[src/rtl/sib_pkg.sv]
package sib_pkg;
    localparam int BYTE_W = 8;

    typedef logic [BYTE_W-1:0] byte_t;

    // synchronised view of one register's raw lines
    typedef struct packed {
        byte_t lvl;   // current synchronised level
        byte_t chg;   // level changed this cycle
        byte_t rise;  // level rose this cycle
    } cond_t;

    // status set vector: alarms follow level, events follow rising edge
    function automatic byte_t sib_set(cond_t c, byte_t amap);
        return (amap & c.lvl) | (~amap & c.rise);
    endfunction

    // interrupt source vector: alarms on any change, events on rising edge
    function automatic byte_t sib_irq(cond_t c, byte_t amap);
        return (amap & c.chg) | (~amap & c.rise);
    endfunction
endpackage

[src/rtl/sib_cond_sync.sv]
module sib_cond_sync
    import sib_pkg::*;
(
    input  logic  clk,
    input  logic  rst,
    input  byte_t raw,
    output cond_t cond
);
    byte_t meta_q, sync_q, prev_q;

    always_ff @(posedge clk) begin
        if (rst) begin
            meta_q <= '0;
            sync_q <= '0;
            prev_q <= '0;
        end else begin
            meta_q <= raw;
            sync_q <= meta_q;
            prev_q <= sync_q;
        end
    end

    assign cond.lvl  = sync_q;
    assign cond.chg  = sync_q ^ prev_q;
    assign cond.rise = sync_q & ~prev_q;
endmodule

[src/rtl/sib_slice.sv]
module sib_slice
    import sib_pkg::*;
#(
    parameter byte_t ALARM_MASK = 8'h00
) (
    input  logic  clk,
    input  logic  rst,
    input  cond_t cond,
    input  logic  st_wr,
    input  logic  st_rd,
    input  logic  im_wr,
    input  byte_t wdata,
    output byte_t rback,
    output byte_t imask,
    output logic  irq_any
);
    byte_t status_q, pend_q, rb_q, armed_q, seen_q, im_q;
    byte_t set_v, ipset_v, clr_v, rel_v;

    always_comb begin
        set_v   = sib_set(cond, ALARM_MASK);
        ipset_v = sib_irq(cond, ALARM_MASK);
        clr_v   = st_wr ? (wdata & seen_q) : '0;
        rel_v   = st_rd ? armed_q : '0;
    end

    always_ff @(posedge clk) begin
        if (rst) begin
            status_q <= '0;
            pend_q   <= '0;
            rb_q     <= '0;
            armed_q  <= '0;
            seen_q   <= '0;
            im_q     <= '0;
        end else begin
            status_q <= set_v | (status_q & ~clr_v);
            pend_q   <= ipset_v | (pend_q & ~rel_v);
            if (st_wr) begin
                rb_q    <= (wdata & status_q) | (~wdata & rb_q);
                armed_q <= wdata;
                seen_q  <= '0;
            end else if (st_rd) begin
                seen_q  <= armed_q;
            end
            if (im_wr) im_q <= wdata;
        end
    end

    assign rback   = rb_q;
    assign imask   = im_q;
    assign irq_any = |(pend_q & im_q);

    AST_SET_WINS: assert property (@(posedge clk) disable iff (rst)
        1'b1 |=> ((status_q & $past(set_v)) == $past(set_v)));
    AST_LATCH_HOLD: assert property (@(posedge clk) disable iff (rst)
        1'b1 |=> ((($past(status_q) & ~$past(clr_v)) & ~status_q) == '0));
    AST_RB_MASK: assert property (@(posedge clk) disable iff (rst)
        st_wr |=> (((rb_q ^ $past(rb_q)) & ~$past(wdata)) == '0));
    AST_IM_LOAD: assert property (@(posedge clk) disable iff (rst)
        im_wr |=> (im_q == $past(wdata)));
    AST_IRQ_REL: assert property (@(posedge clk) disable iff (rst)
        st_rd |=> ((pend_q & $past(armed_q) & ~$past(ipset_v)) == '0));
endmodule

[src/rtl/stat_irq_bank.sv]
module stat_irq_bank
    import sib_pkg::*;
#(
    parameter int N_REG = 2,
    parameter logic [N_REG*BYTE_W-1:0] ALARM_MAP = 16'h000F,
    localparam int ADDR_W = $clog2(2 * N_REG)
) (
    input  logic                    clk,
    input  logic                    rst,
    input  logic [N_REG*BYTE_W-1:0] raw_cond,
    input  logic [ADDR_W-1:0]       reg_addr,
    input  logic                    reg_wr,
    input  logic                    reg_rd,
    input  logic [BYTE_W-1:0]       reg_wdata,
    output logic [BYTE_W-1:0]       reg_rdata,
    output logic                    irq_n
);
    byte_t            rb_arr [N_REG];
    byte_t            im_arr [N_REG];
    logic [N_REG-1:0] irq_vec;

    for (genvar k = 0; k < N_REG; k++) begin : g_reg
        cond_t cond_k;
        logic  st_sel, im_sel;

        assign st_sel = (reg_addr == ADDR_W'(k));
        assign im_sel = (reg_addr == ADDR_W'(N_REG + k));

        sib_cond_sync u_sync (
            .clk  (clk),
            .rst  (rst),
            .raw  (raw_cond[k*BYTE_W +: BYTE_W]),
            .cond (cond_k)
        );

        sib_slice #(
            .ALARM_MASK (ALARM_MAP[k*BYTE_W +: BYTE_W])
        ) u_slice (
            .clk     (clk),
            .rst     (rst),
            .cond    (cond_k),
            .st_wr   (reg_wr & st_sel),
            .st_rd   (reg_rd & st_sel),
            .im_wr   (reg_wr & im_sel),
            .wdata   (reg_wdata),
            .rback   (rb_arr[k]),
            .imask   (im_arr[k]),
            .irq_any (irq_vec[k])
        );
    end

    always_comb begin
        reg_rdata = '0;
        for (int k = 0; k < N_REG; k++) begin
            if (reg_addr == ADDR_W'(k))         reg_rdata = rb_arr[k];
            if (reg_addr == ADDR_W'(N_REG + k)) reg_rdata = im_arr[k];
        end
    end

    assign irq_n = ~|irq_vec;

    AST_IRQ_RESET: assert property (@(posedge clk)
        rst |=> irq_n);
endmodule

[config.mk]
export PLATFORM = sky130hd
export DESIGN_NAME = stat_irq_bank
export DESIGN_NICKNAME = d
export VERILOG_FILES = /design/src/rtl/sib_pkg.sv /design/src/rtl/sib_cond_sync.sv /design/src/rtl/sib_slice.sv /design/src/rtl/stat_irq_bank.sv
export SDC_FILE = /design/constraint.sdc
export NUM_CORES = 1
export LEC_CHECK = 0
export BUFFER_PORTS_ARGS = -buffer_cell sky130_fd_sc_hd__buf_2
export CAP_MARGIN = 20
export CELL_PAD_IN_SITES_DETAIL_PLACEMENT = 1
export CELL_PAD_IN_SITES_GLOBAL_PLACEMENT = 1
export CORE_MARGIN = 5
export CORE_UTILIZATION = 48
export DETAILED_ROUTE_END_ITERATION = 16
export GPL_TIMING_DRIVEN = 0
export PLACE_DENSITY = 0.79
export SYNTH_ARGS = -nofsm -noshare
export SYNTH_HDL_FRONTEND = slang
export SYNTH_HIERARCHICAL = 1
export SYNTH_SLANG_ARGS = --single-unit
[constraint.sdc]
create_clock -name clk -period 2.1 [get_ports clk]
set_input_delay 0.21 -clock clk [delete_from_list [all_inputs] [get_ports clk]]
set_output_delay 0.21 -clock clk [all_outputs]
set_load 0.01 [all_outputs]
==> impl_metrics.ini <==
[finish]
final_cell_mix = dfxtp_1 (144), nor2_1 (65), mux2i_1 (48), buf_2 (44), nor2b_2 (28)
drive_gt1_frac = 0.275
diodes = 0
final_util = 0.590
fillers = 1229
layout_commonest_cell = dfxtp_1
syn_to_final_growth_pct = 19.1
nets = 623

[drt]
ant_nets = 0
wire_per_inst_um = 18.6
vias = 3974
first_pass_iters = 4
drc = 0
dr.first_iter.drc_count = 154
avgViaCountPerCell = 5.43
wl_mm = 13.6

[hold_path]
min_to = g_reg[0].u_sync/meta_q[7]
whs_path_depth = 2
hold_class = in2reg
min_from = raw_cond[7]

[critical_path]
r2r_cells = 4
arrival_ns = 1.57
reg2reg_to = g_reg[1].u_slice/status_q[3]
r2r_setup_slack_ns = 1.06
cp-start-kind = flip-flop
critical_path_class = reg2out
crit_fanout = 2
r2r_start = g_reg[1].u_sync/prev_q[3]
crit_path_end_kind = output port
required_ns = 1.89

[clocking]
path_clk_slew_ns = 0.05
clock_path_buffers = 2
clkLatencyLatePin_ns = 0.42
cts-root-buf = clkbuf_16
ctsResizeCount = 0
cts_tree = yes
numClockSinks = 144
htree_num_levels = 4
postCtsSetupBuffers = 0
cts_buffers = 17

[floorplan]
ioPinCount = 39
rows = 39
die_area_sq_um = 14200
start_util = 0.496
chipHeight_um = 119
core_sq_um = 11500
dieWidth_um = 119

[global_route]
grt_use_total = 0.203
grt_first_pass_wirelength_mm = 22.6
grt_pass1_vias = 4455
antenna_found_initial = 1
overflow = 0
grt_max_degree = 23

[sta]
slew-limit-headroom = 0.363
period_share = 0.849
drv_slew = 0
worst_slew_pin_slew_ns = 0.954
hold_viol = 0
fmax_mhz = 561
rsz0062_at_grt = false
skew_ns = 0.00556
period_needed_ns = 1.78
setup_viol_count_final = 0
setup_tns_ns = 0

[placement]
gp_congestion = 0.782
hpwl_mm = 9.26
portBuffers = 37

[synthesis]
synth_area_sq_um = 5710
yosysWarnings = 6
syn_nets = 554
synthCells = 508
syn_avg_cell_area_sq_um = 11.2

[power]
power_density_nw_per_um2 = 926
p_leak_nw = 2.77
peakVddDrop_v = 0.000687

[run_status]
status = finished, final reports clean

[run]
maxCapViolations = 0
[cell type report]
class | count | area, sq um | area share
clock buffers | 26 | 519 | 0.0764
plain buffers | 29 | 229 | 0.0337
repair buffers | 50 | 315 | 0.0464
inverters | 20 | 75.1 | 0.0110
flip-flops and latches | 144 | 2880 | 0.424
clock inverters | 5 | 75.1 | 0.0110
multi-input cells | 315 | 2520 | 0.371
well taps | 143 | 179 | 0.0263
[through the flow]
stage	cell area [sq um]	setup slack (ns)	total power (W)	instances	hold slack [ns]
2_1_floorplan	5710	0.556	0.00318	508	0.335
3_3_place_gp	6070	0.112	0.00331	688	0.415
3_5_place_dp	6070	0.0391	0.00333	688	0.419
4_1_cts	6800	0.358	0.00636	732	0.00783
5_1_grt	6800	0.303	0.00653	732	0.0122
6_report	6800	0.316	0.00630	732	0.0191
[worst max-delay path by stage]
stage                               startpoint                          end  cells past startpoint
floorplan                          reg_addr[1]  g_reg[0].u_slice/armed_q[5]                      6
global placement                   reg_addr[0]  g_reg[0].u_slice/armed_q[6]                      6
detailed placement                 reg_addr[0]  g_reg[0].u_slice/armed_q[6]                      6
CTS                 g_reg[0].u_slice/pend_q[2]                        irq_n                      4
global route         g_reg[1].u_slice/imask[2]                        irq_n                      4
finish              g_reg[1].u_slice/pend_q[2]                        irq_n                      4
[routing by layer]
layer,up-vias,routed length (um),track usage
met4,2,221,0.0739
met5,-,7,0
met1,2000,6280,0.254
li1,1873,-,-
met3,22,566,0.0545
met2,77,6550,0.336
[critical path, stage by stage, from the launching register on]
cell	delay (ns)
dfxtp_1	0.32
a22oi_1	0.31
nand4_1	0.14
nor2_1	0.21
buf_2	0.17
[power by group]
group          switching (W)  leakage, nW  internal [W]  total [W]
registers          0.0000523         1.18       0.00283    0.00288
clock network        0.00107        0.296       0.00193    0.00300
logic               0.000225         1.30      0.000194   0.000418
total                0.00135         2.77       0.00495    0.00630
[what timing repair did]
| item | CTS | global route |
|---|---|---|
| endpoints found under the hold margin | 13 | 0 |
| setup endpoints to repair | 0 | 0 |
| hold buffers | 13 | 0 |
(Power assumes the default switching activity.)
